--- src/rtl/pio_pkg.sv ---
package pio_pkg;
  localparam int unsigned BUS_W = 32;

  typedef enum logic [1:0] {
    SQ_IDLE  = 2'd0,
    SQ_ADDR  = 2'd1,
    SQ_DATA  = 2'd2,
    SQ_RETRY = 2'd3
  } seq_state_t;

  typedef enum logic [1:0] {
    RS_CMD   = 2'd0,
    RS_ADDR  = 2'd1,
    RS_WDATA = 2'd2,
    RS_RDATA = 2'd3
  } reg_sel_t;

  localparam logic [3:0] CODE_IO_RD = 4'h2;
  localparam logic [3:0] CODE_IO_WR = 4'h3;

  localparam int unsigned BIT_IDSEL_HOST = 12;
  localparam int unsigned BIT_IDSEL_DISK = 13;
  localparam int unsigned BIT_RESET      = 15;
  localparam int unsigned BIT_IDLE       = 16;

  function automatic logic [3:0] lane_enable_n(input logic [1:0] lo);
    return ~(4'b0001 << lo);
  endfunction

  function automatic logic is_io_code(input logic [3:0] code);
    return (code == CODE_IO_RD) || (code == CODE_IO_WR);
  endfunction
endpackage

--- src/rtl/pio_regs.sv ---
module pio_regs
  import pio_pkg::*;
#(
  parameter int unsigned HADDR_W  = 20,
  parameter logic [HADDR_W-1:0] REG_BASE = HADDR_W'(20'h60000),
  parameter int unsigned SEL_LSB  = 15
) (
  input  logic               clk,
  input  logic               rst_n,
  input  logic [HADDR_W-1:0] host_addr,
  input  logic               host_wr,
  input  logic [BUS_W-1:0]   host_wdata,
  output logic [BUS_W-1:0]   host_rdata,
  input  logic               idle,
  input  logic               rd_capture,
  input  logic [BUS_W-1:0]   rd_value,
  output logic [3:0]         cmd_code,
  output logic [BUS_W-1:0]   addr_q,
  output logic [BUS_W-1:0]   wdata_q,
  output logic               idsel_h_q,
  output logic               idsel_d_q,
  output logic               reset_q,
  output logic               start_evt
);
  localparam int unsigned BLK_LSB = SEL_LSB + 2;

  logic           hit;
  reg_sel_t       sel;
  logic           wr_ok;
  logic [BUS_W-1:0] rd_q;

  assign hit   = (host_addr[HADDR_W-1:BLK_LSB] == REG_BASE[HADDR_W-1:BLK_LSB]) &&
                 (host_addr[SEL_LSB-1:0] == '0);
  assign sel   = reg_sel_t'(host_addr[SEL_LSB+1:SEL_LSB]);
  assign wr_ok = host_wr && hit && idle;
  assign start_evt = wr_ok && (sel == RS_CMD) && is_io_code(host_wdata[3:0]);

  always_ff @(posedge clk) begin
    if (!rst_n) begin
      cmd_code  <= '0;
      addr_q    <= '0;
      wdata_q   <= '0;
      idsel_h_q <= 1'b0;
      idsel_d_q <= 1'b0;
      reset_q   <= 1'b0;
      rd_q      <= '0;
    end else begin
      if (wr_ok) begin
        unique case (sel)
          RS_CMD: begin
            cmd_code  <= host_wdata[3:0];
            idsel_h_q <= host_wdata[BIT_IDSEL_HOST];
            idsel_d_q <= host_wdata[BIT_IDSEL_DISK];
            reset_q   <= host_wdata[BIT_RESET];
          end
          RS_ADDR:  addr_q  <= host_wdata;
          RS_WDATA: wdata_q <= host_wdata;
          default: ;
        endcase
      end
      if (rd_capture) rd_q <= rd_value;
    end
  end

  always_comb begin
    host_rdata = '0;
    if (hit) begin
      unique case (sel)
        RS_CMD: begin
          host_rdata[3:0]            = cmd_code;
          host_rdata[BIT_IDSEL_HOST] = idsel_h_q;
          host_rdata[BIT_IDSEL_DISK] = idsel_d_q;
          host_rdata[BIT_RESET]      = reset_q;
          host_rdata[BIT_IDLE]       = idle;
        end
        RS_ADDR:  host_rdata = addr_q;
        RS_WDATA: host_rdata = wdata_q;
        default:  host_rdata = rd_q;
      endcase
    end
  end
endmodule

--- src/rtl/pio_seq.sv ---
module pio_seq
  import pio_pkg::*;
#(
  parameter int unsigned DEVSEL_TIMEOUT = 5
) (
  input  logic             clk,
  input  logic             rst_n,
  input  logic             start_evt,
  input  logic [3:0]       cmd_code,
  input  logic [BUS_W-1:0] addr_q,
  input  logic [BUS_W-1:0] wdata_q,
  input  logic             trdy_n,
  input  logic             devsel_n,
  input  logic             stop_n,
  input  logic [BUS_W-1:0] ad_in,
  output logic             frame_n,
  output logic             irdy_n,
  output logic [BUS_W-1:0] ad_out,
  output logic             ad_oe,
  output logic [3:0]       cbe_n,
  output logic             idle,
  output logic             rd_capture,
  output logic [BUS_W-1:0] rd_value,
  output logic             done_evt,
  output logic             retry_evt,
  output logic             abort_evt
);
  localparam int unsigned TO_W = $clog2(DEVSEL_TIMEOUT + 1);

  seq_state_t      state;
  logic [TO_W-1:0] to_cnt;
  logic            claimed;
  logic            in_data;
  logic            is_read;

  assign in_data   = (state == SQ_DATA);
  assign is_read   = (cmd_code == CODE_IO_RD);
  assign done_evt  = in_data && !trdy_n;
  assign retry_evt = in_data && trdy_n && !stop_n;
  assign abort_evt = in_data && trdy_n && stop_n && !claimed && devsel_n &&
                     (to_cnt == TO_W'(DEVSEL_TIMEOUT - 1));
  assign idle      = (state == SQ_IDLE);

  assign rd_capture = is_read && (done_evt || abort_evt);
  assign rd_value   = done_evt ? ad_in : '1;

  always_ff @(posedge clk) begin
    if (!rst_n) begin
      state   <= SQ_IDLE;
      to_cnt  <= '0;
      claimed <= 1'b0;
    end else begin
      unique case (state)
        SQ_IDLE:  if (start_evt) state <= SQ_ADDR;
        SQ_ADDR: begin
          state   <= SQ_DATA;
          to_cnt  <= '0;
          claimed <= 1'b0;
        end
        SQ_DATA: begin
          if (done_evt || abort_evt) state <= SQ_IDLE;
          else if (retry_evt)        state <= SQ_RETRY;
          else if (!devsel_n)        claimed <= 1'b1;
          else if (!claimed)         to_cnt <= to_cnt + 1'b1;
        end
        default: state <= SQ_ADDR;
      endcase
    end
  end

  always_comb begin
    frame_n = 1'b1;
    irdy_n  = 1'b1;
    ad_out  = '0;
    ad_oe   = 1'b0;
    cbe_n   = 4'hF;
    unique case (state)
      SQ_ADDR: begin
        frame_n = 1'b0;
        ad_out  = addr_q;
        ad_oe   = 1'b1;
        cbe_n   = cmd_code;
      end
      SQ_DATA: begin
        irdy_n = 1'b0;
        cbe_n  = lane_enable_n(addr_q[1:0]);
        ad_out = wdata_q;
        ad_oe  = !is_read;
      end
      default: ;
    endcase
  end
endmodule

--- src/rtl/byte_io_initiator.sv ---
module byte_io_initiator
  import pio_pkg::*;
#(
  parameter int unsigned HADDR_W        = 20,
  parameter int unsigned DEVSEL_TIMEOUT = 5
) (
  input  logic               clk,
  input  logic               rst_n,
  input  logic [HADDR_W-1:0] host_addr,
  input  logic               host_wr,
  input  logic [31:0]        host_wdata,
  output logic [31:0]        host_rdata,
  output logic [31:0]        pci_ad_out,
  output logic               pci_ad_oe,
  input  logic [31:0]        pci_ad_in,
  output logic [3:0]         pci_cbe_n,
  output logic               pci_frame_n,
  output logic               pci_irdy_n,
  input  logic               pci_trdy_n,
  input  logic               pci_devsel_n,
  input  logic               pci_stop_n,
  output logic               pci_rst_n,
  output logic               idsel_host,
  output logic               idsel_disk
);
  logic             seq_idle;
  logic             start_evt;
  logic             done_evt;
  logic             retry_evt;
  logic             abort_evt;
  logic             rd_capture;
  logic [BUS_W-1:0] rd_value;
  logic [3:0]       cmd_code;
  logic [BUS_W-1:0] addr_q;
  logic [BUS_W-1:0] wdata_q;
  logic             reset_q;

  pio_regs #(.HADDR_W(HADDR_W)) regs_i (
    .clk(clk), .rst_n(rst_n),
    .host_addr(host_addr), .host_wr(host_wr), .host_wdata(host_wdata),
    .host_rdata(host_rdata), .idle(seq_idle),
    .rd_capture(rd_capture), .rd_value(rd_value),
    .cmd_code(cmd_code), .addr_q(addr_q), .wdata_q(wdata_q),
    .idsel_h_q(idsel_host), .idsel_d_q(idsel_disk), .reset_q(reset_q),
    .start_evt(start_evt)
  );

  pio_seq #(.DEVSEL_TIMEOUT(DEVSEL_TIMEOUT)) seq_i (
    .clk(clk), .rst_n(rst_n),
    .start_evt(start_evt), .cmd_code(cmd_code),
    .addr_q(addr_q), .wdata_q(wdata_q),
    .trdy_n(pci_trdy_n), .devsel_n(pci_devsel_n), .stop_n(pci_stop_n),
    .ad_in(pci_ad_in),
    .frame_n(pci_frame_n), .irdy_n(pci_irdy_n),
    .ad_out(pci_ad_out), .ad_oe(pci_ad_oe), .cbe_n(pci_cbe_n),
    .idle(seq_idle), .rd_capture(rd_capture), .rd_value(rd_value),
    .done_evt(done_evt), .retry_evt(retry_evt), .abort_evt(abort_evt)
  );

  assign pci_rst_n = !reset_q;
endmodule

--- config.mk ---
export PLATFORM = sky130hd
export DESIGN_NAME = byte_io_initiator
export DESIGN_NICKNAME = d
export VERILOG_FILES = /design/src/rtl/pio_pkg.sv /design/src/rtl/pio_regs.sv /design/src/rtl/pio_seq.sv /design/src/rtl/byte_io_initiator.sv
export SDC_FILE = /design/constraint.sdc
export NUM_CORES = 1
export LEC_CHECK = 0
export ABC_AREA = 1
export CORE_ASPECT_RATIO = 1.5
export CORE_UTILIZATION = 51
export CTS_CLUSTER_DIAMETER = 30
export CTS_CLUSTER_SIZE = 8
export DETAILED_ROUTE_END_ITERATION = 10
export GPL_ROUTABILITY_DRIVEN = 0
export PLACE_DENSITY = 0.83
export RECOVER_POWER = 25
export SLEW_MARGIN = 20
export SYNTH_ARGS = -nofsm -noshare
export SYNTH_HDL_FRONTEND = slang
export SYNTH_SLANG_ARGS = --single-unit
--- constraint.sdc ---
create_clock -name clk -period 3.7 [get_ports clk]
set_clock_uncertainty 0.2 [all_clocks]
set_input_delay 1.11 -clock clk [delete_from_list [all_inputs] [get_ports clk]]
set_output_delay 1.11 -clock clk [all_outputs]
set_load 0.03 [all_outputs]
* Word-level counts from Yosys, hierarchy flattened *
Cells that the tools add are included.
W data, S select, Z words.

word-level totals
  bits in registers = 109
  latch bits = 0
  memory bits (writable) = 0
  ROM bits = 0
  bits of input ports = 90
  output and inout port bits = 74
  logic and storage cells = 85
  memories kept = 0

cells by class
  add/sub/neg operators = 1
  $mul = 0
  divide/modulo/power cells = 0
  magnitude comparators = 0
  equality and inequality tests = 16
  shift operators = 1
  muxes and demuxes = 26
  bitwise gates (word level) = 1
  reductions and logical operators = 30

operator list
  operator              count
  $mux W32              2
  $pmux W32 S2          1
  $pmux W15 S3          1
  $pmux W8 S3           1
  $pmux W2 S3           3
  $logic_not A15 Y1     1
  $logic_and A1 B1 Y1   13
  $eq A4 B2 Y1 const B  3
  $mux W3               4
  $ne A2 B2 Y1 const B  6
  $pmux W4 S3           1
  $pmux W4 S2           1
  $reduce_and A2 Y1     4
  $mux W2               3
  $pmux W3 S2           1
  $logic_not A1 Y1      5
  $mux W1               5
  $reduce_and A5 Y1     1
  $eq A2 B1 Y1 const B  2
  $eq A2 B2 Y1 const B  2
  $logic_not A2 Y1      2
  $not A4 Y4            1
  $pmux W1 S2           2
  $reduce_and A4 Y1     1
  8 further kinds       9

* Depth between registers and ports, before layout *
Gate-level depths: netlist (run 1).

  word-level depth = 9
  gate-level depth with buffers = 11
  gate-level depth less buffers = 11

* Cells and area by module *
A second synthesis (run 1) with hierarchy kept.

unflattened totals
  cell total of the unflattened synthesis = 1010
  area, all modules = 6113.4 µm²

by module, submodules not included
  module             instances  cells each  area an instance (µm²)  seq. area each (µm²)
  pio_regs           1          751         4848.4                  2062.0
  pio_seq            1          258         1261.2                  120.1
  byte_io_initiator  1          1           3.8                     0.0

* Least setup slack after synthesis (run 1) *
No wires, ideal clock.

  path type = input to output
  start point = input port host_addr[13]
  end point = output port host_rdata[28]
  data arrival time = 2.355 ns
  data required time = 2.390 ns
  slack = 0.035 ns
  stages = 5
  path buffers = 1
  cells stage by stage = or2_4 -> nor2_4 -> nand3_4 -> clkbuf_1 -> a31oi_1

on the way
  longest elaborated chain between the ends = 3

RTL lines
  what                 line                     text
  start: declaration   byte_io_initiator.sv:9   input logic [HADDR_W-1:0] host_addr,
  $logic_not A15 Y1    pio_regs.sv:33           (host_addr[SEL_LSB-1:0] == '0);
  $logic_and A1 B1 Y1  pio_regs.sv:32           assign hit = (host_addr[HADDR_W-1:BLK_LSB] == REG_BASE[HADDR_W-1:BLK_LSB]) &&
  $mux W32             pio_regs.sv:67           if (hit) begin
  end: declaration     byte_io_initiator.sv:12  output logic [31:0] host_rdata,

No other way between the ends.

* Worst setup path in the final report (run 1) *
  start point = input port host_addr[10]
  end point = output port host_rdata[30]

The elaborated chain is that of the path after synthesis.

==> impl_results.md, run 1 <==
- Result of the run: completed
- Total of flip-flops plus latches after synthesis: 109
- Port Buf Inserts: 163
- Clock Sink Count: 109
- Initial standard-cell utilization of the core: 52.6%
- Net total in the final layout: 998
- Warning count from the yosys run: 0
- Area delta synth->final: 44.0%
- Arrival time of data at the critical path endpoint: 2.38 ns
- Total count of hold-check failures in the final report: 0
- Area of the die: 10900 sq um
- IR drop worst, VDD: 0.000316 V
- WL/cell: 18.4 microns
- Most frequent standard cell in the layout excluding fill and tap cells: sky130_fd_sc_hd__nand2_1
- Number of placed cells counting well taps: 1028
- Startpoint-to-endpoint class of the critical path: in2out
- Non-Filler Instances: 1049
- Leading area contributor after synthesis: sky130_fd_sc_hd__dfxtp_1
- Pwr dens: 412 nW/um^2
- Min Hold Slack: 0.283 ns
- Number of enable-type register cells in the synthesized netlist: 0
- Placeable core area: 10200 sq um
- Clock-pin slew of the registers on the worst-case setup and hold paths: 0.07 ns
- Reported max-cap violation count: 0
- First-pass GRT wire length: 29.3 mm
- Dpl hpwl: 12.6 mm
- Average vias per placed instance: 5.91
- DRT Wirelength: 19.3 mm
- Top cells by area, synth: sky130_fd_sc_hd__dfxtp_1 (41%), sky130_fd_sc_hd__nand2_1 (12%), sky130_fd_sc_hd__nor2_1 (11%)
- I/O pins: 164
- Detailed Routing Iterations Pass 1: 5
- Total power consumption of the routed design: 3.18 mW
- Leakage power total: 2.91 nW
- Critical path launch point type: input pin
- Overflow after GRT: 0
- Summed instance area of the synthesized netlist: 5360 sq um
- Synth Net Count: 833
- Fraction of post-synthesis cell area in the top cell type by area: 40.7%
- Post-synth cell types: 39
- Placement Rows: 45
- Relative max-transition margin: 51.9%
- Via count of the first global-routing pass: 6008
- Required @ worst endpoint: 2.39 ns
- Later-pin clock latency in the skew report: 0.35 ns
- # diodes: 0
- Post-layout min period: 3.69 ns
- TritonCTS clock tree: built
- Number of nets with antenna violations after routing: 0
- Vias: 6197
- Fraction of the yosys area taken by sequential cells: 40.7%
- Mean Syn Cell Area: 7.26 sq um
- Detailed router's first-iteration violation count: 606
- Pin slew with the least headroom to its limit: 0.720 ns
- Number of instances in the synthesized netlist: 738
- Path type of the worst min-delay path: reg2reg
- Most instantiated flip-flop cell in the synthesis netlist: sky130_fd_sc_hd__dfxtp_1
- Largest driver fanout on the critical path: 7
- Hold buffer count at CTS: 0
- Endpoints failing setup: 0
- Top library cells by usage in the layout, fill and taps aside: sky130_fd_sc_hd__nand2_1 (169), sky130_fd_sc_hd__nor2_1 (151), sky130_fd_sc_hd__dfxtp_1 (109)
- Setup repair after global routing missed its margin: true
- Share of flip-flops with an asynchronous set or reset: 0%
- Pin count of the biggest net entering global routing: 37
- Filler Cell Count: 743
- Number of H-tree levels: 3
- Number of pins exceeding their max-slew limit in the final report: 0
- Root Buffer: sky130_fd_sc_hd__clkbuf_16
- Initial antenna violation count: 0
- Area used by multi-input combinational logic: 3050 sq um
- Fraction of layout cells with a size suffix above 1: 24.6%
- Die Y-Extent: 128 microns
- Total area of sequential cells: 2180 sq um
- # DRC: 0
- Inserted Clock Buffers: 9
- Final critical-path share of the clock period: 99.7%
- Timing-limited maximum frequency: 271 MHz
- Clk buf depth: 2
- Critical path capture point type: primary output
- GRT Util Overall: 34.2%
- Die X-Extent: 85.7 microns
[final timing paths]
kind                            slack (ns)  cells past startpoint            endpoint                from
worst max-delay path                  0.01                      8      host_rdata[30]       host_addr[10]
worst min-delay path                  0.28                      2  regs_i.wdata_q[18]  regs_i.wdata_q[18]
worst max register to register        1.05                      9     regs_i.rd_q[11]      seq_i.state[0]
worst min register to register        0.28                      2  regs_i.wdata_q[18]  regs_i.wdata_q[18]
[kinds of logic (layout without fill, tap and decap cells)]
| family | Yosys count | count (layout) | synth area share, % |
|---|---|---|---|
| simple gates | 348 | 348 | 26.7 |
| compound gates | 190 | 190 | 24.0 |
| flops | 109 | 109 | 40.7 |
| buf+inv | 85 | 255 | 7.21 |
| fa+ha+maj | 5 | 5 | 1.17 |
| xor+xnor | 1 | 1 | 0.163 |
[power by group]
part           internal, mW  leakage, nW  switching [mW]
Sequential             1.19        0.878          0.0131
Clock                 0.532        0.137           0.463
Combinational         0.316         1.89           0.663
Total                  2.04         2.91            1.14
[metrics by stage]
stage | worst slack, ns | area (sq um) | setup TNS [ns] | utilization [%]
4_1_cts | 0.000647 | 7560 | 0 | 74.2
3_5_place_dp | -0.300 | 7100 | -7.29 | 69.7
2_1_floorplan | 0.0352 | 5360 | 0 | -
6_report | 0.0119 | 7720 | 0 | 75.7
5_1_grt | -0.0232 | 7720 | -0.0844 | 75.7
3_3_place_gp | -0.269 | 7100 | -6.56 | 69.7
[synthesized netlist by cell type (2+ instances only)]
master                     number
sky130_fd_sc_hd__nand2_1      171
sky130_fd_sc_hd__nor2_1       153
sky130_fd_sc_hd__dfxtp_1      109
sky130_fd_sc_hd__a21oi_1       40
sky130_fd_sc_hd__o21ai_1       40
sky130_fd_sc_hd__clkbuf_1      30
sky130_fd_sc_hd__o221a_2       29
sky130_fd_sc_hd__inv_1         28
sky130_fd_sc_hd__a31oi_1       23
sky130_fd_sc_hd__o21ai_0       23
sky130_fd_sc_hd__a211oi_1      11
sky130_fd_sc_hd__buf_6          7
sky130_fd_sc_hd__a221oi_1       6
sky130_fd_sc_hd__buf_1          6
sky130_fd_sc_hd__buf_2          6
sky130_fd_sc_hd__o22ai_1        6
sky130_fd_sc_hd__a211oi_2       5
sky130_fd_sc_hd__ha_1           5
sky130_fd_sc_hd__inv_2          5
sky130_fd_sc_hd__nand3_1        5
sky130_fd_sc_hd__nor2_2         4
sky130_fd_sc_hd__nor2_4         4
sky130_fd_sc_hd__o221a_1        3
sky130_fd_sc_hd__a41oi_1        2
sky130_fd_sc_hd__buf_4          2
sky130_fd_sc_hd__or2_4          2
[critical path, stage by stage]
cell and delay, ns:
sky130_fd_sc_hd__buf_6 0.09, sky130_fd_sc_hd__or2_4 0.26, sky130_fd_sc_hd__nor2_4 0.12, sky130_fd_sc_hd__nand3_4 0.14, sky130_fd_sc_hd__buf_12 0.17, sky130_fd_sc_hd__buf_6 0.14, sky130_fd_sc_hd__a31oi_2 0.19, sky130_fd_sc_hd__buf_6 0.16
[sequential cells by signal, summed over array words and instances, names as in the netlist]
| register | flops |
|---|---|
| regs_i.reset_q | 1 |
| seq_i.to_cnt | 3 |
| regs_i.cmd_code | 4 |
| seq_i.state | 2 |
| regs_i.addr_q | 32 |
| regs_i.idsel_h_q | 1 |
| regs_i.wdata_q | 32 |
| regs_i.idsel_d_q | 1 |
| regs_i.rd_q | 32 |
| seq_i.claimed | 1 |
[cell type report]
| cell class | count | share of cell area (%) |
|---|---|---|
| clock buffers | 10 | 2.97 |
| clock inverters | 6 | 0.940 |
| inverters | 34 | 1.65 |
| multi-input cells | 544 | 39.5 |
| flip-flops and latches | 109 | 28.3 |
| well taps | 141 | 2.29 |
| repair buffers | 205 | 24.4 |
[per-layer routing]
metal	routed length (microns)	vias up	global-route usage, %
met1	7000	2914	39.3
met2	9820	383	59.1
met3	1530	86	5.23
met4	953	0	21.2
met5	0	-	0
li1	-	2814	-
[what timing repair did]
action | CTS | global route
gates resized for setup | 76 | 41
setup buffers | 2 | 1
endpoints found under the setup margin | 32 | 31
hold endpoints to repair | 0 | 0
gates cloned | 3 | 0
pin swaps | 15 | 8
(Power assumes the default switching activity.)
==> run 2: changes to the inputs <==
--- a/config.mk
+++ b/config.mk
@@ -6,14 +6,13 @@
 export NUM_CORES = 1
 export LEC_CHECK = 0
 export ABC_AREA = 1
-export CORE_ASPECT_RATIO = 1.5
+export CORE_ASPECT_RATIO = 0.7
 export CORE_UTILIZATION = 51
 export CTS_CLUSTER_DIAMETER = 30
 export CTS_CLUSTER_SIZE = 8
 export DETAILED_ROUTE_END_ITERATION = 10
 export GPL_ROUTABILITY_DRIVEN = 0
 export PLACE_DENSITY = 0.83
-export RECOVER_POWER = 25
 export SLEW_MARGIN = 20
 export SYNTH_ARGS = -nofsm -noshare
 export SYNTH_HDL_FRONTEND = slang
==> impl_results.md, run 2 (same netlist as run 1, synthesis figures left out) <==
- Result of the run: finished with violations
- Violations in the final reports: setup timing
- Pwr dens: 402 nW/um^2 (-2.5%)
- Die Y-Extent: 87.8 microns (-31%)
- Initial standard-cell utilization of the core: 53.9% (+1.3 points)
- Vias: 6303 (+1.7%)
- Root Buffer: sky130_fd_sc_hd__clkbuf_16
- DRT Wirelength: 20.9 mm (+8.4%)
- Inserted Clock Buffers: 9 (unchanged)
- Hold wc startpoint: seq_i.claimed
- # DRC: 0 (unchanged)
- WL/cell: 20.0 microns (+8.5%)
- TritonCTS clock tree: built
- Detailed router's first-iteration violation count: 921 (+52%)
- Die X-Extent: 125 microns (+45%)
- Later-pin clock latency in the skew report: 0.35 ns (about the same)
- Overflow after GRT: 0 (unchanged)
- Total power consumption of the routed design: 3.16 mW (-0.73%)
- Startpoint-to-endpoint class of the critical path: in2out
- Fraction of layout cells with a size suffix above 1: 26.5% (+2.0 points)
- I/O pins: 164 (unchanged)
- # diodes: 0 (unchanged)
- Via count of the first global-routing pass: 5832 (-2.9%)
- Clock share of power: 30.5% (-0.8 points)
- Path type of the worst min-delay path: reg2reg
- GRT Util Overall: 37.5% (+3.2 points)
- Pin slew with the least headroom to its limit: 0.678 ns (-0.0413 ns)
- Placeable core area: 9950 sq um (-2.4%)
- Initial antenna violation count: 0 (unchanged)
- Placement Rows: 30 (-33%)
- Post-layout min period: 3.71 ns (+0.0238 ns)
- Timing-limited maximum frequency: 269 MHz (-0.64%)
- Largest driver fanout on the critical path: 7 (unchanged)
- Clk buf depth: 2 (unchanged)
- Critical path launch point: host_addr[14]
- Min Hold Slack: 0.302 ns (+0.0190 ns)
- Non-Filler Instances: 1048 (-0.095%)
- Clock-pin slew of the registers on the worst-case setup and hold paths: 0.07 ns (about the same)
- Critical path launch point type: input pin
- Hold buffer count at CTS: 0 (unchanged)
- Internal Dissipation: 2.02 mW (-1.0%)
- Largest registers ranked by flip-flop count: regs_i.addr_q: 32 flops, regs_i.rd_q: 32 flops, regs_i.wdata_q: 32 flops
- Number of placed cells counting well taps: 1018 (-0.97%)
- Relative max-transition margin: 54.7% (+2.9 points)
- Net switching fraction of the power: 36.0% (+0.18 points)
- Clock Sink Count: 109 (unchanged)
- Dpl hpwl: 13.7 mm (+8.6%)
- Leakage power total: 2.97 nW (+2.2%)
- Setup repair after global routing missed its margin: true
- Average vias per placed instance: 6.01 (+1.8%)
- Area delta synth->final: 46.6%
- Critical path capture point type: primary output
- Most frequent standard cell in the layout excluding fill and tap cells: sky130_fd_sc_hd__nand2_1
- Number of nets with antenna violations after routing: 0 (unchanged)
- Fin worst setup slack: -0.0118 ns (-0.0238 ns)
- Endpoints failing setup: 2 (+2)
- Final critical-path share of the clock period: 100% (+0.64 points)
- Pin count of the biggest net entering global routing: 55 (+49%)
- Combinational power share: 31.3% (+0.5 points)
- Number of H-tree levels: 3 (unchanged)
- Top library cells by usage in the layout, fill and taps aside: sky130_fd_sc_hd__nand2_1 (166), sky130_fd_sc_hd__nor2_1 (147), sky130_fd_sc_hd__dfxtp_1 (109)
- Net total in the final layout: 1010 (+1.2%)
- Reported max-cap violation count: 0 (unchanged)
- Arrival time of data at the critical path endpoint: 2.40 ns (+0.02 ns)
- Port Buf Inserts: 163 (unchanged)
- Area of the die: 10900 sq um (about the same)
- Number of pins exceeding their max-slew limit in the final report: 0 (unchanged)
- Launching point of the worst reg2reg path: seq_i.state[0]
- Filler Cell Count: 657 (-12%)
- Relative contribution of sequential cells to total power: 38.2% (+0.2 points)
- IR drop worst, VDD: 0.000287 V (-9.2%)
- Total count of hold-check failures in the final report: 0 (unchanged)
- Total net switching power: 1.14 mW (-0.23%)
- First-pass GRT wire length: 31.6 mm (+7.9%)
- Detailed Routing Iterations Pass 1: 5 (unchanged)
- Required @ worst endpoint: 2.39 ns (about the same)
-- run 2: cell count changes in the layout (fill, tap and decap cells not counted), sizes merged --
cell | previous run | this run
clkinvlp | 3 | 1
clkdlybuf4s50 | 76 | 75
clkdlybuf4s15 | 2 | 0
clkbuf | 17 | 28
buf | 117 | 123
bufinv | 1 | 0
clkinv | 2 | 4
bufbuf | 1 | 0
-- run 2: area by class of cell --
type	count	area, sq um	area share (%)
timing repair buffer	217	1980	25.2
multi-input combinational	544	3110	39.6
sequential	109	2180	27.8
clock inverter	5	42.5	0.541
inverter	34	128	1.62
tap	128	160	2.04
clock buffer	11	253	3.22
-- run 2: layer usage --
metal	vias to the layer above	share of wire [%]	global-route usage, %
met3	53	16	15.6
li1	2844	-	-
met2	494	43	56.2
met1	2912	40	49.9
met4	0	1.8	9.64
met5	-	0	0
-- run 2: timing repair --
action | CTS | global route
pin swaps | 13 | 18
setup buffers | 11 | 0
resized for setup | 89 | 52
cloned | 1 | 2
endpoints found under the setup margin | 32 | 55
-- run 2: worst paths after layout --
check | cells past startpoint | slack (ns) | to
min | 2 | 0.30 | seq_i.claimed
min reg2reg | 2 | 0.30 | seq_i.claimed
max | 7 | -0.01 | host_rdata[19]
max reg2reg | 10 | 1.23 | seq_i.to_cnt[0]
-- run 2: power by group through the flow --
stage               registers, mW  clock network, mW  logic, mW
floorplan                    1.23                  0      0.526
global placement             1.23                  0      0.934
detailed placement           1.23                  0      0.945
CTS                          1.21              0.961      0.946
global route                 1.21               1.01       1.04
finish                       1.21              0.963      0.988
-- run 2: per-stage QoR --
step	setup WS, ns	utilization (%)	cell area, sq um	setup TNS (ns)
2_1_floorplan	0.0352	-	5360	0
3_3_place_gp	-0.321	71.2	7080	-7.15
3_5_place_dp	-0.318	71.2	7080	-7.49
4_1_cts	-0.0272	78.4	7790	-0.0707
5_1_grt	-0.0198	79.0	7860	-0.0932
6_report	-0.0118	79.0	7860	-0.0145
-- run 2: worst max-delay path, stage by stage --
cell	delay, ns
sky130_fd_sc_hd__buf_6	0.09
sky130_fd_sc_hd__or2_4	0.26
sky130_fd_sc_hd__nor2_4	0.13
sky130_fd_sc_hd__nand3_4	0.22
sky130_fd_sc_hd__buf_12	0.24
sky130_fd_sc_hd__a31oi_4	0.18
sky130_fd_sc_hd__buf_6	0.16
==> run 3: changes to the inputs <==
--- a/config.mk
+++ b/config.mk
@@ -13,6 +13,7 @@
 export DETAILED_ROUTE_END_ITERATION = 10
 export GPL_ROUTABILITY_DRIVEN = 0
 export PLACE_DENSITY = 0.83
+export SETUP_SLACK_MARGIN = 0.1
 export SLEW_MARGIN = 20
 export SYNTH_ARGS = -nofsm -noshare
 export SYNTH_HDL_FRONTEND = slang
==> impl_results.md, run 3 (same netlist as run 1, synthesis figures left out) <==
- Result of the run: finished with violations
- Violations in the final reports: setup timing
- Vias: 6637 (+5.3%)
- Detailed-routing wirelength on met1: 8.76 mm (+4.9%)
- Filler Cell Count: 568 (-14%)
- Fin worst setup slack: -0.0252 ns (-0.0134 ns)
- Clock Sink Count: 109 (unchanged)
- Largest driver fanout on the critical path: 6 (-1)
- Endpoints failing setup: 3 (+1)
- # diodes: 0 (unchanged)
- Placement Rows: 30 (unchanged)
- Delay contributed by the slowest stage of the critical path: 0.22 ns (-0.04 ns)
- Path type of the worst min-delay path: reg2reg
- Area delta synth->final: 51.5%
- Setup repair after global routing missed its margin: true
- Number of nets with antenna violations after routing: 0 (unchanged)
- Pwr dens: 395 nW/um^2 (-1.6%)
- Detailed router's first-iteration violation count: 1032 (+12%)
- WL/cell: 21.3 microns (+6.9%)
- Later-pin clock latency in the skew report: 0.35 ns (about the same)
- Critical path capture point type: primary output
- Net total in the final layout: 1018 (+0.79%)
- Clock-pin slew of the registers on the worst-case setup and hold paths: 0.07 ns (about the same)
- Inserted Clock Buffers: 9 (unchanged)
- Pin slew with the least headroom to its limit: 0.649 ns (-0.0296 ns)
- Largest registers ranked by flip-flop count: regs_i.addr_q: 32 flops, regs_i.rd_q: 32 flops, regs_i.wdata_q: 32 flops
- TritonCTS clock tree: built
- Min Hold Slack: 0.307 ns (+0.00515 ns)
- Total net switching power: 1.18 mW (+4.3%)
- Launching point of the worst reg2reg path: seq_i.state[0]
- Final critical-path share of the clock period: 101% (+0.36 points)
- IR drop worst, VDD: 0.000264 V (-7.8%)
- Arrival time of data at the critical path endpoint: 2.42 ns (+0.02 ns)
- # DRC: 0 (unchanged)
- Path depth of the worst reg2reg path: 10 (unchanged)
- Highest routed layer: met4
- Met3 layer wire length in the routed design: 3.56 mm (+8.5%)
- Destination of the worst register-to-register timing path: seq_i.to_cnt[0]
- Logic depth of the worst path, buffers included: 8 (+1)
- Pin count of the biggest net entering global routing: 55 (unchanged)
- Clock share of power: 30.3% (-0.2 points)
- GRT Util Overall: 38.5% (+1.0 points)
- Category of cells accounting for the largest share of critical-path delay: simple AND/OR/NAND/NOR gates
- Number of buffer and inverter stages on the critical path: 3 (unchanged)
- Reported max-cap violation count: 0 (unchanged)
- Crit-path cells: buf_2, nor2_2, nand2_1, nor2_4, nand3_4, buf_6, a31oi_1, buf_4
- Hold buffer count at CTS: 0 (unchanged)
- Root Buffer: sky130_fd_sc_hd__clkbuf_16
- Required @ worst endpoint: 2.39 ns (about the same)
- Fraction of layout cells with a size suffix above 1: 28.2% (+1.7 points)
- Register-to-register setup slack: 1.22 ns (about the same)
- Endpoint of the worst hold path: seq_i.claimed
- Detailed Routing Iterations Pass 1: 5 (unchanged)
- Post-layout min period: 3.73 ns (+0.0134 ns)
- Worst Hold Depth: 2 (unchanged)
- Clk buf depth: 2 (unchanged)
- Leakage power total: 3.06 nW (+3.0%)
- Combinational power share: 32.1% (+0.8 points)
- Port Buf Inserts: 163 (unchanged)
- Net switching fraction of the power: 36.9% (+0.95 points)
- First-pass GRT wire length: 32.4 mm (+2.8%)
- Startpoint-to-endpoint class of the critical path: in2out
- Number of H-tree levels: 3 (unchanged)
- Relative max-transition margin: 56.7% (+2.0 points)
- Placeable core area: 9950 sq um (unchanged)
- Hold wc startpoint: seq_i.claimed
- Initial antenna violation count: 0 (unchanged)
- Relative contribution of sequential cells to total power: 37.6% (-0.6 points)
- Met2 WL: 9.33 mm (+4.9%)
- Die X-Extent: 125 microns (unchanged)
- Die Y-Extent: 87.8 microns (unchanged)
- Average vias per placed instance: 6.29 (+4.5%)
- DRT Wirelength: 22.5 mm (+7.7%)
- Slowest CP cell: sky130_fd_sc_hd__buf_6
- Dpl hpwl: 13.7 mm (unchanged)
- Total power consumption of the routed design: 3.21 mW (+1.6%)
- Critical path launch point type: input pin
- I/O pins: 164 (unchanged)
- Overflow after GRT: 0 (unchanged)
- Number of pins exceeding their max-slew limit in the final report: 0 (unchanged)
- Top library cells by usage in the layout, fill and taps aside: sky130_fd_sc_hd__nand2_1 (166), sky130_fd_sc_hd__nor2_1 (144), sky130_fd_sc_hd__dfxtp_1 (109)
- Timing-limited maximum frequency: 268 MHz (-0.36%)
- Most frequent standard cell in the layout excluding fill and tap cells: sky130_fd_sc_hd__nand2_1
- Area of the die: 10900 sq um (unchanged)
- Initial standard-cell utilization of the core: 53.9% (unchanged)
- Via count of the first global-routing pass: 5943 (+1.9%)
- Internal Dissipation: 2.02 mW (+0.12%)
- Total count of hold-check failures in the final report: 0 (unchanged)
==> run 3: cell count changes in the layout (fill, tap and decap cells not counted), moves of 3 or more <==
cell / change
sky130_fd_sc_hd__a31oi_4: +3
sky130_fd_sc_hd__dlymetal6s2s_1: +3
sky130_fd_sc_hd__buf_12: +4
sky130_fd_sc_hd__nor2_1: -3
sky130_fd_sc_hd__clkdlybuf4s50_1: -3
sky130_fd_sc_hd__o21ai_2: +5
sky130_fd_sc_hd__clkbuf_2: -13
sky130_fd_sc_hd__o21ai_1: -3
sky130_fd_sc_hd__nor2_4: +3
sky130_fd_sc_hd__buf_6: +4
sky130_fd_sc_hd__a31oi_2: -3
sky130_fd_sc_hd__o21ai_0: -3
sky130_fd_sc_hd__buf_2: +13
==> run 3: worst max-delay path by stage <==
| stage | from | to | slack [ns] |
|---|---|---|---|
| 4_1_cts | host_addr[17] | regs_i.wdata_q[31] | 0.006 |
| 6_report | host_addr[9] | host_rdata[8] | -0.03 |
| 2_1_floorplan | host_addr[13] | host_rdata[28] | 0.04 |
| 5_1_grt | host_addr[11] | host_rdata[8] | -0.04 |
| 3_5_place_dp | host_addr[16] | host_rdata[22] | -0.32 |
| 3_3_place_gp | host_addr[6] | host_rdata[22] | -0.32 |
==> run 3: final cells by class <==
class	instances	area [sq um]	share of cell area (%)
multi-input cells	544	3210	39.5
flip-flops and latches	109	2180	26.9
repair buffers	225	2150	26.4
clock buffers	11	253	3.11
well taps	128	160	1.97
inverters	34	130	1.60
clock inverters	5	42.5	0.524
==> run 3: power by group through the flow <==
stage / logic, mW / clock network, mW / registers (mW)
4_1_cts: 0.956 / 0.961 / 1.21
5_1_grt: 1.06 / 1.02 / 1.21
3_3_place_gp: 0.934 / 0 / 1.23
3_5_place_dp: 0.945 / 0 / 1.23
2_1_floorplan: 0.526 / 0 / 1.23
6_report: 1.03 / 0.971 / 1.21
==> run 3: worst min-delay path, stage by stage (launching register included) <==
cell and delay, ns:
sky130_fd_sc_hd__dfxtp_1 0.30, sky130_fd_sc_hd__inv_1 0.08, sky130_fd_sc_hd__a21oi_1 0.08
==> run 3: what timing repair did <==
action	in CTS	in global routing
pin swaps	18	13
setup buffers	18	0
gates cloned	2	3
gates resized for setup	121	62
setup endpoints to repair	32	89
==> run 3: per-layer routing <==
layer | up-vias | global-route usage [%]
met5 | - | 0
met4 | 0 | 11.3
met3 | 116 | 15.5
met2 | 569 | 57.3
met1 | 3091 | 51.5
li1 | 2861 | -
==> run 3: per-stage QoR <==
step           worst slack (ns)  cell area (sq um)  utilization, %  TNS (ns)  instances
6_report                -0.0252               8120            81.6   -0.0296       1056
5_1_grt                 -0.0427               8120            81.6   -0.0540       1056
4_1_cts                 0.00565               7870            79.1         0       1054
3_5_place_dp             -0.318               7080            71.2     -7.49       1018
3_3_place_gp             -0.321               7080            71.2     -7.15       1018
2_1_floorplan            0.0352               5360               -         0        738
